## src/rtl/busTimingPkg.sv

```systemverilog
package busTimingPkg;
  localparam int PHASES  = 2;
  localparam int STATES  = 6;
  localparam int SLOTS   = STATES * PHASES;
  localparam int STATE_W = $clog2(STATES + 1);
  localparam int SLOT_W  = $clog2(SLOTS);

  // slot windows, slot = 2*(state-1)+phase
  localparam int ALE_A_LO   = 1;
  localparam int ALE_A_HI   = 2;
  localparam int ALE_B_LO   = 7;
  localparam int ALE_B_HI   = 8;
  localparam int FETCH_A_LO = 3;
  localparam int FETCH_A_HI = 5;
  localparam int FETCH_B_LO = 9;
  localparam int FETCH_B_HI = 11;
  localparam int DATA_LO    = 3;
  localparam int DATA_HI    = 11;

  typedef struct packed {
    logic aleA;
    logic aleB;
    logic fetchA;
    logic fetchB;
    logic dataWin;
    logic cycleWrap;
  } slotStrobes_t;
endpackage

```

## src/rtl/busTimingCtrl.sv

```systemverilog
module busTimingCtrl
  import busTimingPkg::*;
(
  input  logic                 clk,
  input  logic                 rst,
  output logic [STATE_W-1:0]   stateNum,
  output logic                 phaseNum,
  output slotStrobes_t         nextStrobes
);
  logic               phaseQ;
  logic [STATE_W-1:0] stateQ;
  logic               nextPhase;
  logic [STATE_W-1:0] nextState;
  logic [STATE_W-1:0] nextStateM1;
  logic [SLOT_W-1:0]  nextSlot;

  function automatic logic inWin(input logic [SLOT_W-1:0] s, input int lo, input int hi);
    return (int'(s) >= lo) && (int'(s) <= hi);
  endfunction

  always_comb begin
    nextPhase = ~phaseQ;
    if (phaseQ) begin
      if (stateQ == STATE_W'(STATES)) nextState = STATE_W'(1);
      else                            nextState = stateQ + STATE_W'(1);
    end else begin
      nextState = stateQ;
    end
    nextStateM1 = nextState - STATE_W'(1);
    nextSlot    = SLOT_W'({nextStateM1, nextPhase});
  end

  always_comb begin
    nextStrobes.aleA      = inWin(nextSlot, ALE_A_LO, ALE_A_HI);
    nextStrobes.aleB      = inWin(nextSlot, ALE_B_LO, ALE_B_HI);
    nextStrobes.fetchA    = inWin(nextSlot, FETCH_A_LO, FETCH_A_HI);
    nextStrobes.fetchB    = inWin(nextSlot, FETCH_B_LO, FETCH_B_HI);
    nextStrobes.dataWin   = inWin(nextSlot, DATA_LO, DATA_HI);
    nextStrobes.cycleWrap = (nextSlot == '0);
  end

  // divide-by-two phase flop and state counter
  always_ff @(posedge clk or posedge rst) begin
    if (rst) begin
      phaseQ <= 1'b0;
      stateQ <= STATE_W'(1);
    end else begin
      phaseQ <= nextPhase;
      stateQ <= nextState;
    end
  end

  assign stateNum = stateQ;
  assign phaseNum = phaseQ;

  p_phase_rise_r1: assert property (@(posedge clk) disable iff (rst) !phaseQ |=> phaseQ);
  p_phase_fall_r1: assert property (@(posedge clk) disable iff (rst) phaseQ |=> !phaseQ);
  p_state_hold_r1: assert property (@(posedge clk) disable iff (rst) !phaseQ |=> $stable(stateQ));
  p_state_wrap_r1: assert property (@(posedge clk) disable iff (rst)
                     (phaseQ && stateQ == STATE_W'(STATES)) |=> stateQ == STATE_W'(1));
  p_state_range_r1: assert property (@(posedge clk) disable iff (rst)
                     stateQ >= STATE_W'(1) && stateQ <= STATE_W'(STATES));
endmodule

```

## src/rtl/busTimingPath.sv

```systemverilog
module busTimingPath
  import busTimingPkg::*;
(
  input  logic         clk,
  input  logic         rst,
  input  logic         fetchExternal,
  input  logic         xferReq,
  input  logic         xferWrite,
  input  slotStrobes_t nextStrobes,
  output logic         aleOut,
  output logic         psenN,
  output logic         rdN,
  output logic         wrN
);
  logic extMode, dataMode, writeMode;
  logic nextExt, nextData, nextWrite;
  logic aleD, psenD, rdD, wrD;

  always_comb begin
    nextExt   = nextStrobes.cycleWrap ? fetchExternal : extMode;
    nextData  = nextStrobes.cycleWrap ? xferReq       : dataMode;
    nextWrite = nextStrobes.cycleWrap ? xferWrite     : writeMode;
    aleD  = nextStrobes.aleA | (nextStrobes.aleB & ~nextData);
    psenD = ~(nextExt & ~nextData & (nextStrobes.fetchA | nextStrobes.fetchB));
    rdD   = ~(nextData & ~nextWrite & nextStrobes.dataWin);
    wrD   = ~(nextData &  nextWrite & nextStrobes.dataWin);
  end

  always_ff @(posedge clk or posedge rst) begin
    if (rst) begin
      extMode   <= 1'b0;
      dataMode  <= 1'b0;
      writeMode <= 1'b0;
      aleOut    <= 1'b0;
      psenN     <= 1'b1;
      rdN       <= 1'b1;
      wrN       <= 1'b1;
    end else begin
      extMode   <= nextExt;
      dataMode  <= nextData;
      writeMode <= nextWrite;
      aleOut    <= aleD;
      psenN     <= psenD;
      rdN       <= rdD;
      wrN       <= wrD;
    end
  end

  p_rdwr_excl_r7: assert property (@(posedge clk) disable iff (rst) rdN || wrN);
  p_no_strobe_idle_r7: assert property (@(posedge clk) disable iff (rst) !dataMode |-> (rdN && wrN));
  p_psen_quiet_data_r6: assert property (@(posedge clk) disable iff (rst) dataMode |-> psenN);
  p_psen_internal_r5: assert property (@(posedge clk) disable iff (rst) !extMode |-> psenN);
  p_mode_hold_r8: assert property (@(posedge clk) disable iff (rst)
                    !nextStrobes.cycleWrap |=> ($stable(dataMode) && $stable(extMode) && $stable(writeMode)));
  p_ale_data_r3: assert property (@(posedge clk) disable iff (rst)
                    (aleOut && dataMode) |-> rdN && wrN);
endmodule

```

## src/rtl/busStrobeGen.sv

```systemverilog
module busStrobeGen
  import busTimingPkg::*;
(
  input  logic         oscClk,
  input  logic         rst,
  input  logic         fetchExternal,
  input  logic         xferReq,
  input  logic         xferWrite,
  output logic         aleOut,
  output logic         psenN,
  output logic         rdN,
  output logic         wrN,
  output logic [2:0]   stateNum,
  output logic         phaseNum
);
  slotStrobes_t       strobeBus;
  logic [STATE_W-1:0] stateInt;

  busTimingCtrl ctrl_i (
    .clk         (oscClk),
    .rst         (rst),
    .stateNum    (stateInt),
    .phaseNum    (phaseNum),
    .nextStrobes (strobeBus)
  );

  busTimingPath path_i (
    .clk           (oscClk),
    .rst           (rst),
    .fetchExternal (fetchExternal),
    .xferReq       (xferReq),
    .xferWrite     (xferWrite),
    .nextStrobes   (strobeBus),
    .aleOut        (aleOut),
    .psenN         (psenN),
    .rdN           (rdN),
    .wrN           (wrN)
  );

  assign stateNum = 3'(stateInt);
endmodule

```

## config.mk

```make
export PLATFORM = sky130hd
export DESIGN_NAME = busStrobeGen
export DESIGN_NICKNAME = d
export VERILOG_FILES = /design/src/rtl/busTimingPkg.sv /design/src/rtl/busTimingCtrl.sv /design/src/rtl/busTimingPath.sv /design/src/rtl/busStrobeGen.sv
export SDC_FILE = /design/constraint.sdc
export NUM_CORES = 1
export LEC_CHECK = 0
export CAP_MARGIN = 10
export CORE_MARGIN = 1.5
export CORE_UTILIZATION = 45
export DETAILED_ROUTE_END_ITERATION = 7
export DONT_BUFFER_PORTS = 1
export PLACE_DENSITY_LB_ADDON = 0.3
export SYNTH_ARGS = -nofsm -noshare
export SYNTH_HDL_FRONTEND = slang
export SYNTH_SLANG_ARGS = --single-unit
export TNS_END_PERCENT = 1
```

## constraint.sdc

```tcl
create_clock -name oscClk -period 2.4 [get_ports oscClk]
set_clock_uncertainty 0.1 [all_clocks]
set_input_delay 0.12 -clock oscClk [delete_from_list [all_inputs] [get_ports oscClk]]
set_output_delay 0.12 -clock oscClk [all_outputs]
set_load 0.02 [all_outputs]
```

==> results of run 1 <==
metal layers:
| metal | share of wire | vias up | global-route usage | routed length (um) |
|---|---|---|---|---|
| li1 | - | 251 | - | - |
| met2 | 0.48 | 25 | 0.293 | 662 |
| met1 | 0.44 | 251 | 0.229 | 613 |
| met5 | 0 | - | 0 | 0 |
| met3 | 0.066 | 4 | 0.0924 | 91 |
| met4 | 0.015 | 0 | 0.0583 | 21 |
registers in the layout (all words and copies together) (netlist names):
register / cells
ctrl_i.phaseNum: 1
ctrl_i.stateNum: 3
path_i.aleOut: 1
path_i.dataMode: 1
path_i.extMode: 1
path_i.psenN: 1
path_i.rdN: 1
path_i.wrN: 1
path_i.writeMode: 1
worst max-delay path: stages (launching register included):
cell and delay [ns]:
dfstp_2 0.56, o21ai_2 0.06, nand2_1 0.07, o21a_2 0.19, inv_2 0.07, ha_4 0.21, or4_4 0.57, mux2_4 0.33
nand3b_1 0.15
layout make-up:
class,instances,area [um2],share of cell area
Timing Repair Buffer,16,133,0.157
Inverter,7,26.3,0.0310
Clock buffer,4,26.3,0.0310
Sequential cell,11,282,0.332
Tap cell,15,18.8,0.0222
Multi-Input combinational cell,41,362,0.427
cell usage after synthesis:
| library cell | number |
|---|---|
| and4b_2 | 1 |
| o21a_1 | 2 |
| and3b_2 | 1 |
| inv_1 | 7 |
| or4_1 | 1 |
| xnor2_1 | 4 |
| o21ai_2 | 1 |
| o32a_1 | 1 |
| nor3b_1 | 1 |
| buf_2 | 3 |
| xor2_1 | 1 |
| o2111ai_1 | 1 |
| nand3b_1 | 1 |
| a31oi_1 | 1 |
| mux2_4 | 2 |
| o221ai_1 | 1 |
| dfstp_2 | 4 |
| nand2_1 | 7 |
| o21ai_0 | 2 |
| a21o_1 | 1 |
| a21oi_1 | 1 |
| dfrtp_1 | 7 |
| o211ai_1 | 2 |
| mux2_2 | 2 |
| or3_1 | 1 |
| nand2b_1 | 2 |
| nand3_1 | 1 |
| ha_1 | 3 |
power by group:
part	internal [mW]	switching, mW
clock network	0.0642	0.0548
registers	0.193	0.00536
logic	0.00964	0.00713
how the worst max path moves through the flow:
stage,start,end,slack [ns],depth (start not counted)
final,ctrl_i.stateNum[0]$_DFF_PP1_,path_i.rdN$_DFF_PP1_,0.02,8
after global routing,ctrl_i.stateNum[0]$_DFF_PP1_,path_i.rdN$_DFF_PP1_,-0.05,8
after CTS,ctrl_i.stateNum[0]$_DFF_PP1_,path_i.rdN$_DFF_PP1_,0.03,8
after detailed placement,ctrl_i.phaseNum$_DFF_PP0_,path_i.rdN$_DFF_PP1_,-0.04,8
after global placement,ctrl_i.phaseNum$_DFF_PP0_,path_i.rdN$_DFF_PP1_,-0.02,8
after floorplan,ctrl_i.stateNum[0]$_DFF_PP1_,path_i.rdN$_DFF_PP1_,-0.16,10
logic make-up (layout without fill, tap and decap cells):
family | Yosys count | after routing | synth area share
and+or+nand+nor | 16 | 16 | 0.146
AOI/OAI and AO/OA | 13 | 13 | 0.148
DFF | 11 | 11 | 0.435
buffers and inverters | 10 | 27 | 0.0641
xor gates and xnor gates | 5 | 5 | 0.0680
muxes | 4 | 4 | 0.0816
adders and majority gates | 3 | 3 | 0.0583
what timing repair did:
item,in CTS,in global routing
setup endpoints to repair,4,4
endpoints found under the hold margin,17,1
gates resized for setup,2,5
buffers inserted,0,1
gates cloned,0,0
hold buffers,4,1
pin swaps,0,5
==> flow_metrics.tcl, run 1 <==
set metrics [dict create \
    synth_cells 62 \
    drc_errors 0 \
    worst_setup_path_start_kind "register" \
    h-tree-depth 1 \
    rsz0062_at_grt "true" \
    max_cap_viol_count 0 \
    fin_util 0.643 \
    initial_utilization 0.489 \
    num_rows 13 \
    period_minus_slack_ns 2.38 \
    p_leak_nw 0.375 \
    overflow 0 \
    setup_viol 0 \
    clkTransAtPathRegs_ns 0.06 \
    r2r-end "path_i.rdN$_DFF_PP1_" \
    reg2reg_setup_slack_ns 0.02 \
    powerDensity_nw_per_um2 394 \
    final_cell_mix "buf_4, nand2_1, inv_1, dfrtp_1, dlygate4sd3_1" \
    synthToLayoutAreaGrowth_pct 31.5 \
    yosysWarningCount 0 \
    synth_top_cell_area_share 0.272 \
    routabilityCongestion 0.823 \
    die_width_um 40.8 \
    fin_cells 94 \
    ant_nets 0 \
    drt_wl_total_um 1390 \
    grtUsageTotal 0.190 \
    min_path_type "in -> async" \
    num_antenna_cells 0 \
    hold_ws_ns 0.185 \
    synth-seq-cells 11 \
    dpl.cell_count 84 \
    first_pass_iters 4 \
    outcome "complete, no violations" \
    setup_tns_ns 0 \
    netlist-cell-type-count 28 \
    placed_area_um2 736 \
    postLayoutCellArea_um2 847 \
    grt_first_pass_wirelength_um 1990 \
    critical_path_class "reg -> reg" \
    crit-reg2reg-launch "ctrl_i.stateNum[0]$_DFF_PP1_" \
    core-area_um2 1320 \
    vias_per_cell 5.65 \
    cp_max_fo 4 \
    cp.required_ns 2.48 \
    report.final.slew_viol_count 0 \
    drtIter0Drc 18 \
    irDropWorstVdd_v 0.000318 \
    syn_area_um2 644 \
    synth.net_count 70 \
    grt_max_degree 12 \
    rr_worst_depth 8 \
    ys_seq_area_frac 0.435 \
    hpwl_um 915 \
    p_total_uw 334 \
    port_buffers 0 \
    setup_ws_ns 0.0168 \
    final_common_cell "buf_4" \
    clock_latency_ns 0.26 \
    max_freq_ghz 0.420 \
    max_slew_margin 0.722 \
    dpl_worst_slack_ns -0.0442 \
    clock-sinks 11 \
    period_share 0.993 \
    avgSynthCellArea_um2 10.4 \
    yosysTopAreaCell "dfrtp_1" \
    cp-end-kind "register" \
    cts_made_buffers 3 \
    wl_per_cell_um 14.8 \
    arrival_ns 2.47 \
    cts_tree "done" \
    dr_total_vias 531 \
    drive_above_1_share 0.418 \
    root_buffer "clkbuf_4" \
    nNetsFinal 88 \
    dieHeight_um 40.8 \
    yosys-top-cells-area "dfrtp_1, dfstp_2, ha_1" \
    dieArea_um2 1670 \
    io_pins 13 \
    ctsLongestPathBuffers 2 \
    hold_violations 0 \
    grt_pass1_vias 451 \
    tightest_slew_ns 0.416 \
    n_fill_cell 107 \
    antenna_found_initial 0 \
]
Note: power is estimated with default switching activity, not from simulation.
==> run 2: changes to the inputs <==
--- a/config.mk
+++ b/config.mk
@@ -5,12 +5,13 @@
 export SDC_FILE = /design/constraint.sdc
 export NUM_CORES = 1
 export LEC_CHECK = 0
+export ABC_CLOCK_PERIOD_IN_PS = 2400
 export CAP_MARGIN = 10
 export CORE_MARGIN = 1.5
 export CORE_UTILIZATION = 45
 export DETAILED_ROUTE_END_ITERATION = 7
 export DONT_BUFFER_PORTS = 1
-export PLACE_DENSITY_LB_ADDON = 0.3
+export PLACE_DENSITY = 0.7
 export SYNTH_ARGS = -nofsm -noshare
 export SYNTH_HDL_FRONTEND = slang
 export SYNTH_SLANG_ARGS = --single-unit
==> run 2 against run 1 <==
Net effect:
- critical path depth fell by 1
- first-iteration DRC count rose by 22%
- combinational power fell by 8%
- critical path type unchanged
- die area did not move
- critical endpoint unchanged
- design area rose by 1.5%
- sequential share of layout area fell by 0.48 points
- worst setup slack improved by 0.025 ns
==> flow_metrics.tcl, run 2 (synthesis results as in run 1) <==
set metrics [dict create \
    rsz0062_at_grt "true" \
    crit-reg2reg-launch "ctrl_i.stateNum[0]$_DFF_PP1_" \
    largest_register_ffs 3 \
    drc_errors 0 \
    drtIter0Drc 22 \
    synthToLayoutAreaGrowth_pct 33.4 \
    cp_max_fo 4 \
    grt_first_pass_wirelength_um 1880 \
    gr-usage-met3 0.0543 \
    p_total_uw 338 \
    max_cap_viol_count 0 \
    reg2reg_setup_slack_ns 0.04 \
    cp.required_ns 2.49 \
    initial_utilization 0.489 \
    clkTransAtPathRegs_ns 0.07 \
    cp-end-kind "register" \
    p_leak_nw 0.387 \
    drt_wl_total_um 1450 \
    worst_setup_path_start_kind "register" \
    wl_per_cell_um 15.6 \
    final_common_cell "buf_4" \
    setup_viol 0 \
    period_minus_slack_ns 2.36 \
    cts_made_buffers 3 \
    cts_tree "done" \
    h-tree-depth 1 \
    ctsLongestPathBuffers 2 \
    dpl.cell_count 83 \
    hold_ws_ns 0.0170 \
    min_from "xferReq" \
    clock_latency_ns 0.27 \
    tightest_slew_ns 0.420 \
    final_cell_mix "buf_4, nand2_1, inv_1, dfrtp_1" \
    period_share 0.983 \
    core-area_um2 1320 \
    use_met1 0.241 \
    grt_pass1_vias 422 \
    crit_path_max_incr_delay_ns 0.56 \
    critical_path_class "reg -> reg" \
    first_pass_iters 4 \
    outcome "complete, no violations" \
    arrival_ns 2.44 \
    clock-sinks 11 \
    drive_above_1_share 0.436 \
    dieHeight_um 40.8 \
    irDropWorstVdd_v 0.000252 \
    crit_chain "nand2_1 > o21a_1 > ha_4 > xnor2_2 > or4_4 > mux2_4 > nand3b_1" \
    placed_area_um2 728 \
    postLayoutCellArea_um2 860 \
    num_rows 13 \
    dieArea_um2 1670 \
    grtUsageTotal 0.179 \
    nNetsFinal 87 \
    report.final.slew_viol_count 0 \
    hold_violations 0 \
    max_slew_margin 0.719 \
    r2r-end "path_i.rdN$_DFF_PP1_" \
    root_buffer "clkbuf_4" \
    die_width_um 40.8 \
    global_route.usage.met2 0.250 \
    port_buffers 0 \
    vias_per_cell 5.61 \
    max_freq_ghz 0.424 \
    slowest_stage "dfstp_2" \
    hpwl_um 911 \
    holdPathStages 2 \
    num_antenna_cells 0 \
    min_path_type "in -> reg" \
    powerDensity_nw_per_um2 393 \
    fin_cells 93 \
    dr_total_vias 522 \
    io_pins 13 \
    antenna_found_initial 0 \
    busiest_layer "met2" \
    overflow 0 \
    ant_nets 0 \
    holdPathEnd "path_i.psenN$_DFF_PP1_" \
    grt_max_degree 12 \
    routabilityCongestion 0.882 \
    rr_worst_depth 7 \
]
[run 2: worst max path at each step]
stage,to,from,cells after the start
detailed placement,path_i.psenN$_DFF_PP1_,ctrl_i.phaseNum$_DFF_PP0_,9
global route,path_i.psenN$_DFF_PP1_,ctrl_i.stateNum[0]$_DFF_PP1_,9
floorplan,path_i.rdN$_DFF_PP1_,ctrl_i.stateNum[0]$_DFF_PP1_,10
CTS,path_i.psenN$_DFF_PP1_,ctrl_i.stateNum[0]$_DFF_PP1_,9
global placement,path_i.psenN$_DFF_PP1_,ctrl_i.stateNum[0]$_DFF_PP1_,9
finish,path_i.rdN$_DFF_PP1_,ctrl_i.stateNum[0]$_DFF_PP1_,7
[run 2: final cells by class]
type                            instances  area [um2]
Clock buffer                            4        26.3
Timing Repair Buffer                   15         123
Multi-Input combinational cell         41         384
Sequential cell                        11         282
Fill cell                              96         458
Tap cell                               15        18.8
Inverter                                7        26.3
[run 2: report_power, final]
part | internal (mW) | switching [mW] | leakage [nW]
combinational | 0.00861 | 0.00687 | 0.252
sequential | 0.192 | 0.00515 | 0.120
clock | 0.0643 | 0.0604 | 0.0150
total | 0.265 | 0.0724 | 0.387
[run 2: timing repair]
action                     4_1_cts  5_1_grt
setup endpoints to repair        4        6
hold endpoints to repair        15        0
hold buffers                     4        0
buffers inserted                 0        2
pin swaps                        0        4
resized for setup                1        8
[run 2: per-layer routing]
metal / vias to the layer above / part of all wire
met5: - / 0
met4: 0 / 0.026
met3: 4 / 0.066
met2: 28 / 0.46
met1: 241 / 0.45
li1: 249 / -
[run 2: worst max-delay path, delay by kind of cell (launching register included)]
family                     cells  cell delay [ns]
and+or+nand+nor                3             0.73
DFF                            1             0.56
muxes                          1             0.33
AOI/OAI and AO/OA              1             0.23
adders and majority gates      1             0.19
xor gates and xnor gates       1             0.12
[run 2: through the flow]
step	utilization	worst slack (ns)	TNS, ns
3_3_place_gp	0.553	-0.00458	-0.00458
2_1_floorplan	-	-0.162	-0.548
6_report	0.652	0.0417	0
4_1_cts	0.606	0.0193	0
5_1_grt	0.652	-0.0438	-0.118
3_5_place_dp	0.553	-0.0541	-0.108
